===== src/rtl/dr_pkg.sv =====
package dr_pkg;
    localparam logic [1:0] MODE_INT = 2'd0;
    localparam logic [1:0] MODE_FR2 = 2'd1;
    localparam logic [1:0] MODE_FR3 = 2'd2;

    typedef enum logic {
        ST_IDLE = 1'b0,
        ST_SCAN = 1'b1
    } dr_state_e;
endpackage


===== src/rtl/dr_split.sv =====
// Splits a ratio into quotient and remainder by the selected modulus.
module dr_split #(
    parameter int W    = 12,
    parameter int P_LO = 5,
    parameter int P_HI = 10
) (
    input  logic [W-1:0] val_i,
    input  logic         sel_hi_i,
    output logic [W-1:0] quo_o,
    output logic [W-1:0] rem_o
);
    localparam logic [W-1:0] PL = W'(P_LO);
    localparam logic [W-1:0] PH = W'(P_HI);

    logic [W-1:0] q_lo, q_hi, p_sel;

    always_comb begin
        q_lo  = val_i / PL;
        q_hi  = val_i / PH;
        quo_o = sel_hi_i ? q_hi : q_lo;
        p_sel = sel_hi_i ? PH : PL;
        rem_o = val_i - quo_o * p_sel;
    end
endmodule


===== src/rtl/dr_rule.sv =====
// Realisability rule: M = quo-1 >= 1 and A = rem <= M+1 = quo.
module dr_rule #(
    parameter int W = 12
) (
    input  logic         neg_i,
    input  logic [W-1:0] quo_i,
    input  logic [W-1:0] rem_i,
    output logic         ok_o
);
    localparam logic [W-1:0] TWO = W'(2);

    always_comb begin
        ok_o = !neg_i && (quo_i >= TWO) && (rem_i <= quo_i);
    end
endmodule


===== src/rtl/dr_window.sv =====
// Contiguous threshold, lower offset and candidate count per mode.
module dr_window #(
    parameter int W    = 10,
    parameter int P_LO = 5,
    parameter int P_HI = 10
) (
    input  logic         sel_hi_i,
    input  logic [1:0]   mode_i,
    output logic [W-1:0] nmin_o,
    output logic [1:0]   lo_o,
    output logic [3:0]   span_o
);
    import dr_pkg::*;

    localparam int BASE_LO = P_LO * P_LO - P_LO;
    localparam int BASE_HI = P_HI * P_HI - P_HI;

    logic [W-1:0] base;

    always_comb begin
        base = sel_hi_i ? W'(BASE_HI) : W'(BASE_LO);
        case (mode_i)
            MODE_FR2: begin
                nmin_o = base + W'(1);
                lo_o   = 2'd1;
                span_o = 4'd4;
            end
            MODE_FR3: begin
                nmin_o = base + W'(3);
                lo_o   = 2'd3;
                span_o = 4'd8;
            end
            default: begin
                nmin_o = base;
                lo_o   = 2'd0;
                span_o = 4'd1;
            end
        endcase
    end
endmodule


===== src/rtl/divratio_check.sv =====
module divratio_check #(
    parameter int NW   = 10,
    parameter int P_LO = 5,
    parameter int P_HI = 10
) (
    input  logic          clk_i,
    input  logic          rst_ni,
    input  logic          start_i,
    input  logic [NW-1:0] n_i,
    input  logic          sel10_i,
    input  logic [1:0]    mode_i,
    output logic          busy_o,
    output logic          done_o,
    output logic          valid_o,
    output logic [NW-1:0] m_o,
    output logic [NW-1:0] a_o
);
    import dr_pkg::*;

    localparam int CW = NW + 2;

    typedef struct packed {
        dr_state_e     state;
        logic          sel10;
        logic [CW-1:0] cand;
        logic [3:0]    left;
        logic          ok;
        logic [NW-1:0] pend_m;
        logic [NW-1:0] pend_a;
        logic          done;
        logic          valid;
        logic [NW-1:0] m;
        logic [NW-1:0] a;
    } dr_reg_t;

    dr_reg_t st_d, st_q;

    // nominal split of the incoming request
    logic [NW-1:0] nom_quo, nom_rem, nom_m;
    dr_split #(.W(NW), .P_LO(P_LO), .P_HI(P_HI)) u_nom (
        .val_i    (n_i),
        .sel_hi_i (sel10_i),
        .quo_o    (nom_quo),
        .rem_o    (nom_rem)
    );
    assign nom_m = nom_quo - NW'(1);

    // window for the incoming request
    logic [NW-1:0] win_nmin;
    logic [1:0]    win_lo;
    logic [3:0]    win_span;
    dr_window #(.W(NW), .P_LO(P_LO), .P_HI(P_HI)) u_win (
        .sel_hi_i (sel10_i),
        .mode_i   (mode_i),
        .nmin_o   (win_nmin),
        .lo_o     (win_lo),
        .span_o   (win_span)
    );

    // test of the current candidate
    logic          cand_neg, cand_ok;
    logic [CW-1:0] cand_mag, cand_quo, cand_rem;
    assign cand_neg = st_q.cand[CW-1];
    assign cand_mag = cand_neg ? '0 : st_q.cand;

    dr_split #(.W(CW), .P_LO(P_LO), .P_HI(P_HI)) u_cand (
        .val_i    (cand_mag),
        .sel_hi_i (st_q.sel10),
        .quo_o    (cand_quo),
        .rem_o    (cand_rem)
    );

    dr_rule #(.W(CW)) u_rule (
        .neg_i (cand_neg),
        .quo_i (cand_quo),
        .rem_i (cand_rem),
        .ok_o  (cand_ok)
    );

    always_comb begin
        st_d      = st_q;
        st_d.done = 1'b0;
        case (st_q.state)
            ST_IDLE: begin
                if (start_i) begin
                    st_d.sel10  = sel10_i;
                    st_d.pend_m = nom_m;
                    st_d.pend_a = nom_rem;
                    if (n_i >= win_nmin) begin
                        st_d.done  = 1'b1;
                        st_d.valid = 1'b1;
                        st_d.m     = nom_m;
                        st_d.a     = nom_rem;
                    end else begin
                        st_d.state = ST_SCAN;
                        st_d.cand  = {2'b00, n_i} - {{(CW-2){1'b0}}, win_lo};
                        st_d.left  = win_span - 4'd1;
                        st_d.ok    = 1'b1;
                    end
                end
            end
            default: begin
                if (st_q.left == 4'd0) begin
                    st_d.state = ST_IDLE;
                    st_d.done  = 1'b1;
                    st_d.valid = st_q.ok && cand_ok;
                    st_d.m     = st_q.pend_m;
                    st_d.a     = st_q.pend_a;
                end else begin
                    st_d.ok   = st_q.ok && cand_ok;
                    st_d.cand = st_q.cand + CW'(1);
                    st_d.left = st_q.left - 4'd1;
                end
            end
        endcase
    end

    always_ff @(posedge clk_i or negedge rst_ni) begin
        if (!rst_ni) begin
            st_q <= '0;
        end else begin
            st_q <= st_d;
        end
    end

    // registered modulus select, observed by the bound checker
    logic sel10_q;
    assign sel10_q = st_q.sel10;

    assign busy_o  = (st_q.state == ST_SCAN);
    assign done_o  = st_q.done;
    assign valid_o = st_q.valid;
    assign m_o     = st_q.m;
    assign a_o     = st_q.a;
endmodule


===== config.mk =====
export PLATFORM = sky130hd
export DESIGN_NAME = divratio_check
export DESIGN_NICKNAME = d
export VERILOG_FILES = /design/src/rtl/dr_pkg.sv /design/src/rtl/dr_split.sv /design/src/rtl/dr_rule.sv /design/src/rtl/dr_window.sv /design/src/rtl/divratio_check.sv
export SDC_FILE = /design/constraint.sdc
export NUM_CORES = 1
export LEC_CHECK = 0
export ABC_CLOCK_PERIOD_IN_PS = 66500
export BUFFER_PORTS_ARGS = -buffer_cell sky130_fd_sc_hd__clkbuf_2
export CAP_MARGIN = 10
export CORE_MARGIN = 2
export CORE_UTILIZATION = 65
export CTS_CLUSTER_DIAMETER = 120
export DETAILED_ROUTE_END_ITERATION = 8
export PLACE_DENSITY = 0.83
export SLEW_MARGIN = 20
export SYNTH_ARGS = -nofsm -noshare
export SYNTH_HDL_FRONTEND = slang
export SYNTH_HIERARCHICAL = 1
export SYNTH_SLANG_ARGS = --single-unit

===== constraint.sdc =====
create_clock -name clk_i -period 66.5 [get_ports clk_i]
set_input_delay 6.65 -clock clk_i [delete_from_list [all_inputs] [get_ports clk_i]]
set_output_delay 6.65 -clock clk_i [all_outputs]
set_load 0.01 [all_outputs]

# ---- After elaboration in Yosys (flattened, before gate mapping)
# Cells that the tools add are included.
# Widths: inputs -> output; s select.
dict set report totals {
  reg_bits 61
  output_inout_bits 23
}
dict set report op_classes {
  n_addsub 9
  n_mul 2
  n_div 4
  n_lt_le_gt_ge 3
  n_eq_ne 5
  n_mux 19
  n_bitwise 1
  reduce_logical 10
}
# cell n
set ops {}
lappend ops {{$mux 22} 3}
lappend ops {{$mux 61} 1}
lappend ops {{$mux 17} 3}
lappend ops {{$pmux 10 s2} 1}
lappend ops {{$add 12x1->12 const B} 1}
lappend ops {{$div 12x3->12 const B} 1}
lappend ops {{$div 12x4->12 const B} 1}
lappend ops {{$ge 12x2->1 const B} 1}
lappend ops {{$le 12x12->1} 1}
lappend ops {{$mul 12x12->12} 1}
lappend ops {{$mux 12} 1}
lappend ops {{$sub 11x12->12} 1}
lappend ops {{$mux 11} 1}
lappend ops {{$sub 10x2->11} 1}
lappend ops {{$add 10x1->10 const B} 1}
lappend ops {{$add 10x2->10 const B} 1}
lappend ops {{$div 10x3->10 const B} 1}
lappend ops {{$div 10x4->10 const B} 1}
lappend ops {{$ge 10x10->1} 1}
lappend ops {{$mul 10x10->10} 1}
lappend ops {{$mux 10} 1}
lappend ops {{$sub 10x1->10 const B} 1}
lappend ops {{$sub 10x10->10} 1}
lappend ops {{$mux 4} 2}
lappend ops {{other kinds (16)} 24}

# ---- Depth between registers and ports, before layout
dict set report depth {
  ltp_word 10
  depth_mapped 121
}

# ---- By module
# The synthesis kept the hierarchy.
# mod n_inst cells_per_inst area_per_inst_um2
set by_module_without_submodules {}
lappend by_module_without_submodules {{dr_split (u_cand)} 1 558 4042.6}
lappend by_module_without_submodules {divratio_check 1 418 3723.6}
lappend by_module_without_submodules {{dr_split (u_nom)} 1 381 2900.3}
lappend by_module_without_submodules {dr_rule 1 46 339.1}
lappend by_module_without_submodules {dr_window 1 22 163.9}

# ---- Worst setup path before layout
# OpenSTA, ideal clock, no wires.
dict set report synth_path {
  path_kind {reg2reg}
  startpoint {register st_q (netlist bit sel10_q)}
  endpoint {register st_q (netlist bit valid_o)}
  arrival_ps 22115
  required_ps 66431
  path_slack_ps 44316
  stages_incl_launch_ff 113
  n_path_buf 7
  period_less_slack_ps 22184
  path_cell_list {dfrtp_1 -> buf_4 -> inv_1 -> clkbuf_1 -> ha_1 -> and4bb_1 -> and4_1 -> nor2_1 -> clkinv_1 -> nor2_1 -> a21oi_1 -> ha_1 -> o21ai_0 -> a211o_1 -> inv_2 -> a211oi_1 -> a311oi_2 -> inv_2 -> [... 77 more ...] -> inv_1 -> ha_1 -> a21o_1 -> a21o_1 -> a21o_1 -> a21o_1 -> a21o_1 -> a21oi_1 -> xnor2_1 -> ha_1 -> nand4_2 -> nor4_2 -> a211o_1 -> o211a_1 -> nand2_1 -> nand2_1 -> o21ai_0 -> nand2_1}
}
dict set report synth_via {
  elab_chain_len 8
  elab_cells_between_ends 11
}
# element line
set synth_lines {}
lappend synth_lines {{from (decl)} divratio_check.sv:36} ;# dr_reg_t st_d, st_q;
lappend synth_lines {{from (signal assigned)} divratio_check.sv:122} ;# st_q <= st_d;
lappend synth_lines {{$mux 12} dr_split.sv:20} ;# quo_o = sel_hi_i ? q_hi : q_lo;
lappend synth_lines {{via cand_quo[9]} divratio_check.sv:62} ;# logic [CW-1:0] cand_mag, cand_quo, cand_rem;
lappend synth_lines {{$mul 12x12->12} dr_split.sv:22} ;# rem_o = val_i - quo_o * p_sel;
lappend synth_lines {{$sub 11x12->12} dr_split.sv:22}
lappend synth_lines {{via cand_rem[10]} divratio_check.sv:62}
lappend synth_lines {{$le 12x12->1} dr_rule.sv:13} ;# ok_o = !neg_i && (quo_i >= TWO) && (rem_i <= quo_i);
lappend synth_lines {{$logic_and 1x1->1} dr_rule.sv:13}
lappend synth_lines {{via cand_ok} divratio_check.sv:61} ;# logic cand_neg, cand_ok;
lappend synth_lines {{$logic_and 1x1->1} divratio_check.sv:106} ;# st_d.valid = st_q.ok && cand_ok;
lappend synth_lines {{$mux 22} divratio_check.sv:103} ;# if (st_q.left == 4'd0) begin
lappend synth_lines {{$mux 22} divratio_check.sv:83} ;# case (st_q.state)
# The timed path passes the listed nets, and every way through them passes these cells. The select of a mux whose other input is x is not followed.
# A chain may end at the register's enable or synchronous reset.

# ---- Final worst setup path
dict set report layout_path {
  startpoint {input sel10_i}
  endpoint {register st_q (netlist bit a_o[9])}
}
dict set report layout_via {
  elab_chain_len 6
  elab_cells_between_ends 14
}
# element line
set layout_lines {}
lappend layout_lines {{from (decl)} divratio_check.sv:10} ;# input logic sel10_i,
lappend layout_lines {{$mux 10} dr_split.sv:20}
lappend layout_lines {{via nom_quo[7]} divratio_check.sv:39} ;# logic [NW-1:0] nom_quo, nom_rem, nom_m;
lappend layout_lines {{$mul 10x10->10} dr_split.sv:22}
lappend layout_lines {{$sub 10x10->10} dr_split.sv:22}
lappend layout_lines {{via nom_rem[9]} divratio_check.sv:39}
lappend layout_lines {{$mux 22} divratio_check.sv:89} ;# if (n_i >= win_nmin) begin
lappend layout_lines {{$mux 61} divratio_check.sv:85} ;# if (start_i) begin
lappend layout_lines {{$mux 22} divratio_check.sv:83}
# The timed path passes the listed nets, and every way through them passes these cells. The select of a mux whose other input is x is not followed.

==> metrics.yaml <==
drt_pass1_iterations: 6
syn_inst: 1425
setup_violations: 0
min-delay-start: "st_q[30]"
ys.flop_type: "dfrtp_1"
ant_nets: 0
grt_max_degree: 62
yosysUniqueCellTypes: 113
worstSetupEndpointType: "register"
setup_tns_ps: 0
synth_most_common_cell: "nand2_1"
hold_depth: 2
numCtsBuffers: 9
nets: 1614
diodes: 0
worst-r2r-cell-count: 106
finalMaxSlewViolations: 0
place.gp.congestion: 0.902
die_h_um: 135
numPortBuffers: 38
arrival_ps: 25460
avgSynthCellArea_um2: 7.84
path_clk_slew_ps: 60
rows: 47
syn2layout_area_growth_pct: 3.51
clockBufferDepth: 2
cts_resized: 0
core-area_um2: 16700
fmax_mhz: 39.7
initial_core_util_pct: 66.9
max_slew_margin_pct: 37.8
cp_max_fo: 34
layout-drive-gt1-share_pct: 10.2
yosys.area.top_type: "ha_1"
synth_edf_count: 0
clock-sinks: 61
grt_pass1_vias: 10300
ys_seq_area_share_pct: 13.7
rsz0062_at_grt: "no"
holdWs_ps: 479
yosys-top-cells-count: "nand2_1 (165), ha_1 (150), inv_1 (125)"
synth_top_area_share_pct: 16.8
ys_warn_count: 6
clk-insertion-delay-late_ps: 330
placed_area_um2: 11300
h-tree-depth: 3
criticalPathCategory: "input pin to register"
drv_cap: 0
die-area_um2: 18200
cp-start-kind: "input pin"
syn-cell-area_um2: 11200
post-cts-setup-buffer-count: 0
gr-total-overflow: 0
fin_util_pct: 69.2
design_area_um2: 11600
finalCritPeriodShare_pct: 37.9
cts_tree: "done"
drt_iter0_drc: 763
grt_antenna_before_repair: 0
hold_buffers: 0
wl_per_cell_um: 17.1
async_flop_share_pct: 100
post-route-min-period_ps: 25220
hold_class: "register to register"
hold_viol_final: 0
ys_ff_latch: 61
r2r-start: "cand_neg"
critPathRequiredTime_ps: 66740
crit_slowest_cell: "fa_1"
cts-root-buf: "clkbuf_16"
hold-path-endpoint: "st_q[30]"
viasPerCell: 6.34
r2r_end: "valid_o"
dpl.hpwl_um: 21300
rrSetupSlack_ps: 42280
fin_skew_ps: 9.78
outcome: "completed"
globalRouteTotalUtil_pct: 31.7
fp.dieW_um: 135
drc: 0
wl_um: 28100
via_count: 10400
ys_top_cells_by_area: "ha_1 (17%), dfrtp_1 (14%), nand2_1 (5.5%)"
cpPeakStageDelay_ps: 510
worst_slew_pin_slew_ps: 925
grt_pass1_wl_um: 47800
ios: 39
-- cell usage in the layout, fill, tap and decap left out, types with 38 or more instances in the layout --
master	n
inv_1	125
nand2_1	165
nor3_1	41
o21ai_0	58
dfrtp_1	61
ha_1	150
xnor2_1	50
a21oi_1	78
clkbuf_2	38
nor2_1	95
-- per-stage QoR --
step | worst slack, ps | std cells
4_1_cts | 41550 | 1644
2_1_floorplan | 44320 | 1437
3_3_place_gp | 41780 | 1628
3_5_place_dp | 41310 | 1628
5_1_grt | 39720 | 1644
6_report | 41280 | 1644
-- state kept, by name, indices dropped and copies added (netlist names) --
register and count:
a_o 10, busy_o 1, cand_neg 1, done_o 1, m_o 10, sel10_q 1, st_q 36, valid_o 1
-- kinds of logic (layout without fill, tap and decap cells) --
| logic type | count (synthesis) | in the layout | share of synthesized area (%) |
|---|---|---|---|
| AOI/OAI and AO/OA | 369 | 369 | 23.9 |
| buffers and inverters | 211 | 198 | 8.70 |
| other | 5 | 17 | 0.168 |
| muxes | 29 | 29 | 3.08 |
| DFF | 61 | 61 | 13.7 |
| xor gates and xnor gates | 79 | 79 | 6.19 |
| and+or+nand+nor | 491 | 491 | 22.2 |
| adders and majority gates | 180 | 180 | 22.1 |
-- how the worst max path moves through the flow --
stage | slack [ps] | cells past startpoint | end | from
after global placement | 41780 | 82 | a_o[9] | sel10_i
final | 41280 | 83 | a_o[9] | sel10_i
after global routing | 39720 | 83 | a_o[9] | sel10_i
after detailed placement | 41310 | 82 | a_o[9] | sel10_i
after floorplan | 44320 | 112 | valid_o | sel10_q
after CTS | 41550 | 83 | a_o[9] | sel10_i
-- critical path: cells and delay by family --
| kind | cells | cell delay, ps |
|---|---|---|
| mux | 1 | 460 |
| simple gates | 22 | 4700 |
| compound gates | 38 | 7950 |
| fa+ha+maj | 12 | 4030 |
| xor+xnor | 1 | 200 |
| buf+inv | 9 | 1420 |
-- layout make-up --
| cell class | instances | area (um2) |
|---|---|---|
| tap | 220 | 275 |
| sequential | 61 | 1530 |
| inverter | 136 | 518 |
| multi-input combinational | 1165 | 8720 |
| clock buffer | 9 | 225 |
| timing repair buffer | 46 | 250 |
| clock inverter | 7 | 50.0 |
| fill | 1363 | 5140 |
-- routing by layer --
metal	track usage [%]	vias to the layer above	part of all wire (%)
met4	13.4	0	3.4
met2	56.4	357	50
met1	38.1	4917	42
met5	0	-	0
li1	-	5077	-
met3	4.69	80	5.0
Power is not shown: default switching activity piles up to over one toggle a cycle in this logic, so the estimate is an artifact.
